`src/rtl/rx_ifgain_pkg.sv`:
```
package rx_ifgain_pkg;
  typedef logic [1:0] gidx_t;
  localparam gidx_t GIDX_MAX  = 2'd3;
  localparam int    SCALE_EXT = 6;
endpackage

```
`src/rtl/rx_ifgain_shift.sv`:
```
module rx_ifgain_shift #(
  parameter int DW = 16
) (
  input  logic signed [DW-1:0]  din,
  input  rx_ifgain_pkg::gidx_t  sh,
  output logic signed [DW-1:0]  dout
);
  localparam int WW = DW + 3;

  logic signed [WW-1:0] wide;
  logic                 ovf;

  always_comb begin
    wide = WW'(din) <<< sh;
    ovf  = !((&wide[WW-1:DW-1]) || !(|wide[WW-1:DW-1]));
    if (ovf)
      dout = wide[WW-1] ? {1'b1, {(DW-1){1'b0}}} : {1'b0, {(DW-1){1'b1}}};
    else
      dout = wide[DW-1:0];
  end
endmodule

```
`src/rtl/rx_ifgain_agc.sv`:
```
module rx_ifgain_agc #(
  parameter int DW       = 16,
  parameter int WIN_LOG2 = 4
) (
  input  logic                   clk,
  input  logic                   rst,
  input  logic                   en,
  input  logic                   smp_valid,
  input  logic signed [DW-1:0]   smp_i,
  input  logic signed [DW-1:0]   smp_q,
  input  logic [2*DW-1:0]        max_level,
  input  logic [2:0]             papr_sh,
  output rx_ifgain_pkg::gidx_t   auto_g,
  output logic                   fa_hit
);
  import rx_ifgain_pkg::*;
  localparam int PW = 2 * DW;
  localparam int AW = PW + WIN_LOG2;
  localparam int SW = PW + SCALE_EXT;

  logic signed [PW-1:0] sq_i, sq_q;
  logic [PW-1:0]        pwr;
  logic [SW-1:0]        pwr_scaled, mean_scaled;
  logic [AW-1:0]        acc, acc_next;
  logic [PW-1:0]        mean, hi_thr, lo_thr;
  logic [WIN_LOG2-1:0]  cnt;
  logic                 win_end;

  always_comb begin
    sq_i        = PW'(smp_i) * PW'(smp_i);
    sq_q        = PW'(smp_q) * PW'(smp_q);
    pwr         = $unsigned(sq_i) + $unsigned(sq_q);
    pwr_scaled  = SW'(pwr) << {auto_g, 1'b0};
    acc_next    = acc + AW'(pwr);
    mean        = acc_next[AW-1:WIN_LOG2];
    mean_scaled = SW'(mean) << {auto_g, 1'b0};
    hi_thr      = max_level >> papr_sh;
    lo_thr      = hi_thr >> 3;
    win_end     = &cnt;
    fa_hit      = en && smp_valid && (auto_g != 2'd0) && (pwr_scaled > SW'(max_level));
  end

  always_ff @(posedge clk) begin
    if (rst) begin
      auto_g <= '0;
      acc    <= '0;
      cnt    <= '0;
    end else if (!en) begin
      acc <= '0;
      cnt <= '0;
    end else if (smp_valid) begin
      if (fa_hit) begin
        auto_g <= '0;
        acc    <= '0;
        cnt    <= '0;
      end else if (win_end) begin
        acc <= '0;
        cnt <= '0;
        if (mean_scaled > SW'(hi_thr) && auto_g != 2'd0)
          auto_g <= auto_g - 2'd1;
        else if (mean_scaled < SW'(lo_thr) && auto_g != GIDX_MAX)
          auto_g <= auto_g + 2'd1;
      end else begin
        acc <= acc_next;
        cnt <= cnt + 1'b1;
      end
    end
  end
endmodule

```
`src/rtl/rx_ifgain_slicer.sv`:
```
module rx_ifgain_slicer #(
  parameter int DW       = 16,
  parameter int WIN_LOG2 = 4,
  parameter int PW       = 2 * DW
) (
  input  logic                 clk,
  input  logic                 rst,
  input  logic                 in_valid,
  input  logic signed [DW-1:0] in_i,
  input  logic signed [DW-1:0] in_q,
  input  logic                 wideband,
  input  logic                 ext_ctrl,
  input  logic [1:0]           man_gain,
  input  logic                 tag_en,
  input  logic [PW-1:0]        max_level,
  input  logic [2:0]           papr_sh,
  output logic                 out_valid,
  output logic signed [DW-1:0] out_i,
  output logic signed [DW-1:0] out_q,
  output logic                 out_chg,
  output logic [1:0]           out_gidx
);
  import rx_ifgain_pkg::*;
  localparam int LANES = 2;

  gidx_t                auto_g, eff_g, last_g;
  logic                 fa_hit, auto_en;
  logic signed [DW-1:0] lane_in  [LANES];
  logic signed [DW-1:0] lane_out [LANES];

  assign auto_en    = !wideband && !ext_ctrl;
  assign lane_in[0] = in_i;
  assign lane_in[1] = in_q;

  rx_ifgain_agc #(.DW(DW), .WIN_LOG2(WIN_LOG2)) u_agc (
    .clk(clk), .rst(rst), .en(auto_en), .smp_valid(in_valid),
    .smp_i(in_i), .smp_q(in_q), .max_level(max_level), .papr_sh(papr_sh),
    .auto_g(auto_g), .fa_hit(fa_hit)
  );

  always_comb begin
    if (wideband)      eff_g = '0;
    else if (ext_ctrl) eff_g = man_gain;
    else if (fa_hit)   eff_g = '0;
    else               eff_g = auto_g;
  end

  generate
    for (genvar k = 0; k < LANES; k++) begin : g_lane
      rx_ifgain_shift #(.DW(DW)) u_shift (
        .din(lane_in[k]), .sh(eff_g), .dout(lane_out[k])
      );
    end
  endgenerate

  always_ff @(posedge clk) begin
    if (rst) begin
      out_valid <= 1'b0;
      out_i     <= '0;
      out_q     <= '0;
      out_chg   <= 1'b0;
      out_gidx  <= '0;
      last_g    <= '0;
    end else begin
      out_valid <= in_valid;
      out_chg   <= 1'b0;
      if (in_valid) begin
        out_i    <= lane_out[0];
        out_q    <= lane_out[1];
        out_chg  <= (eff_g != last_g);
        out_gidx <= tag_en ? eff_g : 2'd0;
        last_g   <= eff_g;
      end
    end
  end
endmodule

```
`config.mk`:
```
export PLATFORM = sky130hd
export DESIGN_NAME = rx_ifgain_slicer
export DESIGN_NICKNAME = d
export VERILOG_FILES = /design/src/rtl/rx_ifgain_pkg.sv /design/src/rtl/rx_ifgain_shift.sv /design/src/rtl/rx_ifgain_agc.sv /design/src/rtl/rx_ifgain_slicer.sv
export SDC_FILE = /design/constraint.sdc
export NUM_CORES = 2
export LEC_CHECK = 0
export BUFFER_PORTS_ARGS = -buffer_cell sky130_fd_sc_hd__buf_2
export CELL_PAD_IN_SITES_DETAIL_PLACEMENT = 1
export CELL_PAD_IN_SITES_GLOBAL_PLACEMENT = 2
export CORE_UTILIZATION = 41
export CTS_BUF_LIST = sky130_fd_sc_hd__clkbuf_8 sky130_fd_sc_hd__clkbuf_16
export DETAILED_ROUTE_END_ITERATION = 6
export PLACE_DENSITY_LB_ADDON = 0.05
export SETUP_SLACK_MARGIN = 0.05
export SLEW_MARGIN = 20
export SYNTH_ARGS = -nofsm -noshare
export SYNTH_HDL_FRONTEND = slang
export SYNTH_SLANG_ARGS = --single-unit
```
`constraint.sdc`:
```
create_clock -name clk -period 19.4 [get_ports clk]
set_input_delay 3.88 -clock clk [delete_from_list [all_inputs] [get_ports clk]]
set_output_delay 3.88 -clock clk [all_outputs]
set_load 0.005 [all_outputs]
```
After elaboration in Yosys (flattened, before gate mapping)
Index checks and enable logic that the tools add are counted.

word-level totals
  output and inout port bits = 36
  input bits = 75
  register bits after elaboration = 80
  word-level logic and storage cells = 67

operators by class
  shifts and indexed selects = 5
  $lt $le $gt $ge = 3
  equality and inequality tests = 2
  muxes and demuxes = 16
  $mul = 2
  $add $sub $neg = 5
  bitwise gates (word level) = 2
  reductions and logical operators = 23

operators with widths
  cell                                                           count
  38-bit by 32-bit > comparator with 1-bit output                2
  32-bit by 3-bit left shift with 38-bit output                  2
  36-bit 2-to-1 mux                                              2
  16-bit by 16-bit multiplier with 32-bit output                 2
  16-bit 2-to-1 mux                                              4
  38-bit by 29-bit less-than comparator with 1-bit output        1
  16-bit by 2-bit <<< shifter with 19-bit output                 2
  36-bit by 32-bit adder with 36-bit output                      1
  32-bit adder                                                   1
  32-bit by 3-bit >> shifter with 32-bit output                  1
  2-bit 2-to-1 mux                                               8
  4-bit AND reduction                                            4
  4-bit 2-to-1 mux                                               2
  4-bit OR reduction                                             2
  1-bit logical AND                                              6
  4-bit by 1-bit adder with 4-bit output, second input constant  1
  1-bit zero test                                                4
  2-bit nonzero test                                             2
  2-bit OR reduction                                             2
  3-bit nonzero test                                             1
  2-bit by 1-bit adder with 2-bit output, second input constant  1
  1-bit logical OR                                               2
  2-bit inequality test                                          1
  2-bit inequality test, second input constant                   1
  2 further kinds                                                3

Logic depth before layout (Yosys ltp)
  depth after elaboration = 13
  depth in mapped cells = 54
  mapped depth without buffers = 52

Hierarchy
From an unflattened synthesis, not the netlist that was laid out.

unflattened totals
  cells, all modules = 3171
  area total of the unflattened synthesis = 28398.5 um^2

by module, submodules not included
  module            cells each  sequential area each (um^2)  times used  area each (um^2)
  rx_ifgain_agc     2887        840.8                        1           25762.2
  rx_ifgain_slicer  140         760.7                        1           1432.6
  rx_ifgain_shift   72          0.0                          2           601.8

Least setup slack after synthesis
No wires, ideal clock.

  kind = input to register
  from = in in_q[15]
  to = reg u_agc.auto_g[1]
  cell stages on the path = 43
  data required time = 19.308 ns
  setup slack = 4.145 ns
  buffers on the path = 4
  arrival = 15.162 ns
  setup time = 0.092 ns
  cell sequence = clkbuf_1 -> clkbuf_1 -> buf_1 -> nand2_1 -> fa_1 -> inv_1 -> fa_1 -> inv_1 -> fa_1 -> inv_1 -> fa_1 -> fa_1 -> fa_1 -> fa_1 -> inv_1 -> fa_1 -> inv_1 -> ha_1 -> [... 7 more ...] -> clkbuf_1 -> and3_1 -> nand3_1 -> or4_1 -> and2_1 -> o311ai_0 -> o21ai_0 -> o21ai_0 -> ha_1 -> a21o_1 -> a21oi_1 -> o21ai_0 -> a211oi_1 -> a21oi_1 -> o31ai_1 -> nand2_1 -> o31a_1 -> o32ai_1

between the ends
  cells in the longest elaborated chain, start to end = 9
  elaborated cells between the ends (all ways) = 17
  classes of those cells = 2 x add/sub; 1 x mul; 3 x order compare; 2 x shift; 3 x mux; 6 x reduce/logical

ends and longest elaborated chain
  what                                                line                    source
  start: declaration                                  rx_ifgain_slicer.sv:10  input logic signed [DW-1:0] in_q,
  16-bit by 16-bit multiplier with 32-bit output (*)  rx_ifgain_agc.sv:31     sq_q = PW'(smp_q) * PW'(smp_q);
  32-bit adder (*)                                    rx_ifgain_agc.sv:32     pwr = $unsigned(sq_i) + $unsigned(sq_q);
  36-bit by 32-bit adder with 36-bit output           rx_ifgain_agc.sv:34     acc_next = acc + AW'(pwr);
  32-bit by 3-bit left shift with 38-bit output       rx_ifgain_agc.sv:36     mean_scaled = SW'(mean) << {auto_g, 1'b0};
  38-bit by 32-bit > comparator with 1-bit output     rx_ifgain_agc.sv:59     if (mean_scaled > SW'(hi_thr) && auto_g != 2'd0)
  1-bit logical AND                                   rx_ifgain_agc.sv:59
  2-bit 2-to-1 mux                                    rx_ifgain_agc.sv:59
  2-bit 2-to-1 mux                                    rx_ifgain_agc.sv:56     end else if (win_end) begin
  2-bit 2-to-1 mux                                    rx_ifgain_agc.sv:52     if (fa_hit) begin
  end signal: assignment                              rx_ifgain_agc.sv:60     auto_g <= auto_g - 2'd1;
  end signal: assignment                              rx_ifgain_agc.sv:62     auto_g <= auto_g + 2'd1;
  end: declaration                                    rx_ifgain_agc.sv:13     output rx_ifgain_pkg::gidx_t auto_g,

Every way passes the cells marked *; elsewhere a longest branch is shown, timed or not. The select of a mux whose other input is x is not followed.
A chain may end at the register's enable or synchronous reset.

Final worst setup path
Ends and elaborated chain as after synthesis.

==> flow_summary_export.csv <==
group,metric,value,unit
synthesis,yosysSeqAreaShare,5.59,%
critical_path,crit_type,"input pin to flop",
sta,slew_viol_final,0,
sta,rsz0062_at_grt,"false",
detailed_routing,drtAntennaViolNets,0,
global_route,grt_max_degree,61,
detailed_routing,drt_iter0_drc,1231,
detailed_routing,vias,22879,
min_path,min_path_cells,2,
clock_tree,h-tree-depth,3,
synthesis,async_flop_share,0,%
synthesis,synth_area,28700,sq um
detailed_routing,via_per_inst,5.47,
critical_path,ff2ff_setup_slack,12.83,ns
sta,fmax,57.3,MHz
floorplanning,die_y,266,um
critical_path,r2r-end,"u_agc.auto_g[1]",
sta,max-slew-margin-rel,30.5,%
synthesis,synth_edf_count,0,
critical_path,r2r_start,"u_agc.acc[4]",
detailed_routing,routed_wl,95800,um
layout,fin_area,30200,sq um
synthesis,netlist_instances,3255,
critical_path,slowest_delay,0.87,ns
clock_tree,postCtsHoldBufs,0,
critical_path,cpMostUsedCell,"fa_1",
placement,dp_cells,4163,
sta,fin_crit_sh,90.0,%
critical_path,worstSetupStartpoint,"in_q[15]",
floorplanning,die_w,266,um
global_route,grt_pass1_vias,25498,
sta,timing_worst_slew_pin_value,1.04,ns
critical_path,rr_worst_depth,20,
sta,tns,0,ns
clock_tree,clock_latency,0.39,ns
clock_tree,cts_tree,"yes",
detailed_routing,drc,0,
sta,hold_viol,0,
clock_tree,clkSinkCount,80,
critical_path,critPathRequiredTime,19.67,ns
flow_run,maxCapViolations,0,
layout,syn2layout_area_growth,5.50,%
layout,drive_above_1_share,7.70,%
global_route,grt_usage,28.1,%
placement,portBuffers,110,
global_route,grt_pass1_wl,151000,um
synthesis,yosys_register_bits,80,
synthesis,synth_ff_type,"dfxtp_1",
critical_path,cp-start-kind,"input pin",
layout,final_cells,4180,
min_path,min_from,"out_gidx[0]",
clock_tree,postCtsSetupBuffers,0,
synthesis,synth_nets,4125,
floorplanning,std_cell_rows,96,
placement,placed_cell_area,29900,sq um
clock_tree,clk_pin_slew_worst_paths,0.07,ns
sta,finClkSkew,0.0133,ns
floorplanning,start_util,41.6,%
critical_path,path_max_fanout,36,
critical_path,cp_slowest_cell,"fa_1",
synthesis,ys_types,84,
min_path,min_to,"out_gidx[0]",
floorplanning,io_pins,111,
min_path,hold_class,"flop to flop",
placement,place.gp.congestion,0.913,
critical_path,arrival,17.73,ns
placement,dpl.hpwl,80800,um
sta,setup_violations,0,
global_route,antenna_found_initial,2,
synthesis,avgSynthCellArea,8.80,sq um
clock_tree,clk_path_buf_depth,2,
clock_tree,root_buffer,"clkbuf_16",
clock_tree,post_cts_resized,0,
floorplanning,core_area,68800,sq um
layout,nNetsFinal,4113,
floorplanning,die_area,71000,sq um
detailed_routing,drt_first_pass_iters,5,
global_route,grt.overflow.total,0,
clock_tree,numCtsBuffers,9,
critical_path,cp-end-kind,"flop",
outcome,status,"completed",
synthesis,yosysWarnings,0,
sta,min_period,17.46,ns
detailed_routing,wire_per_inst,22.9,um
[synthesized netlist by cell type (5+ instances only)]
cell / instances / share of area (%)
o2111ai_1: 5 / 0.15
fa_1: 521 / 36
nand2_1: 245 / 3.2
dfxtp_1: 80 / 5.6
xor2_1: 24 / 0.73
nand2b_1: 47 / 1.0
a211oi_2: 25 / 1.1
o21a_1: 19 / 0.50
clkbuf_1: 125 / 1.6
o31ai_1: 5 / 0.13
a31oi_1: 9 / 0.20
o21ai_0: 92 / 1.6
nor2b_1: 22 / 0.48
a211oi_1: 38 / 1.0
nor4_1: 8 / 0.17
o21bai_1: 17 / 0.45
ha_1: 274 / 12
a211o_1: 12 / 0.37
mux4_2: 28 / 2.2
nand4_1: 30 / 0.65
nand3_1: 117 / 2.0
or2_2: 7 / 0.15
a22oi_1: 6 / 0.16
buf_1: 12 / 0.16
o211a_1: 5 / 0.17
and3_1: 11 / 0.24
nor2_1: 155 / 2.0
nor3_1: 17 / 0.30
xnor2_1: 65 / 2.0
a31o_2: 7 / 0.21
o211ai_1: 17 / 0.45
o31a_1: 8 / 0.24
a21o_1: 47 / 1.2
a21oi_1: 156 / 2.7
or4_1: 5 / 0.13
mux2i_1: 100 / 3.5
inv_1: 698 / 9.1
buf_2: 8 / 0.14
and2_1: 90 / 2.0
mux2_2: 15 / 0.59
or3_1: 7 / 0.15
[placed cells by master, fill, tap and decap left out, drive strengths merged, types with 24 or more instances in the layout]
cell type	instances
a21oi	158
nor2	156
xor2	24
buf	127
and2	90
nand4	30
nand2b	47
a21o	47
o21ai	98
nand3	117
nand2	246
ha	274
inv	700
xnor2	65
mux4	28
mux2i	100
fa	521
a211oi	63
dfxtp	80
[registers in the layout, summed over array words and instances, names as in the netlist]
register,count
out_valid,1
out_chg,1
out_i,16
out_gidx,2
out_q,16
u_agc.acc,36
last_g,2
u_agc.auto_g,2
u_agc.cnt,4
[routing by layer]
layer | vias up | wire length [um] | global-route usage [%]
li1 | 10448 | - | -
met1 | 11881 | 43200 | 38.6
met2 | 434 | 45700 | 46.2
met5 | - | 0 | 0
met3 | 116 | 4240 | 4.00
met4 | 0 | 2570 | 7.27
[cell families (layout without fill, tap and decap cells)]
family          after synthesis  in the layout  synth area share, %
other cells                   0              1                    0
flops                        80             80                 5.59
buf+inv                     852            845                 11.3
simple gates                771            771                 12.9
compound gates              522            522                 12.6
fa+ha+maj                   795            795                 48.4
xor+xnor                     91             91                 2.88
mux                         144            144                 6.32
[worst max path at each step]
stage | slack, ns | end | cells after the start
2_1_floorplan | 4.15 | u_agc.auto_g[1] | 43
3_3_place_gp | 2.07 | u_agc.auto_g[1] | 42
3_5_place_dp | 1.71 | u_agc.auto_g[1] | 42
4_1_cts | 2.04 | u_agc.auto_g[1] | 42
5_1_grt | 1.20 | u_agc.auto_g[1] | 42
6_report | 1.94 | u_agc.auto_g[1] | 42
[area by class of cell]
| type | instances | area, sq um |
|---|---|---|
| antenna | 1 | 2.50 |
| fill | 8118 | 38600 |
| sequential | 80 | 1600 |
| clock buffer | 10 | 239 |
| tap | 931 | 1160 |
| timing repair buffer | 127 | 681 |
| multi-input combinational | 2323 | 23800 |
| clock inverter | 6 | 85.1 |
| inverter | 702 | 2640 |
[worst max-delay path: cells and delay by family]
| kind | cells | cell delay, ns |
|---|---|---|
| adder cells (fa/ha/maj) | 11 | 5.52 |
| buffers and inverters | 7 | 1.08 |
| AO/OA/AOI/OAI | 13 | 4.28 |
| XOR/XNOR | 1 | 0.39 |
| AND/OR/NAND/NOR | 10 | 2.55 |
[per-stage QoR]
step	hold slack (ns)	utilization (%)	setup slack [ns]
after global routing	0.498	43.9	1.20
after CTS	0.474	43.9	2.04
after global placement	0.454	43.5	2.07
final	0.474	43.9	1.94
after floorplan	0.445	-	4.15
after detailed placement	0.460	43.5	1.71
Power is not shown: default switching activity piles up to over one toggle a cycle in this logic, so the estimate is an artifact.
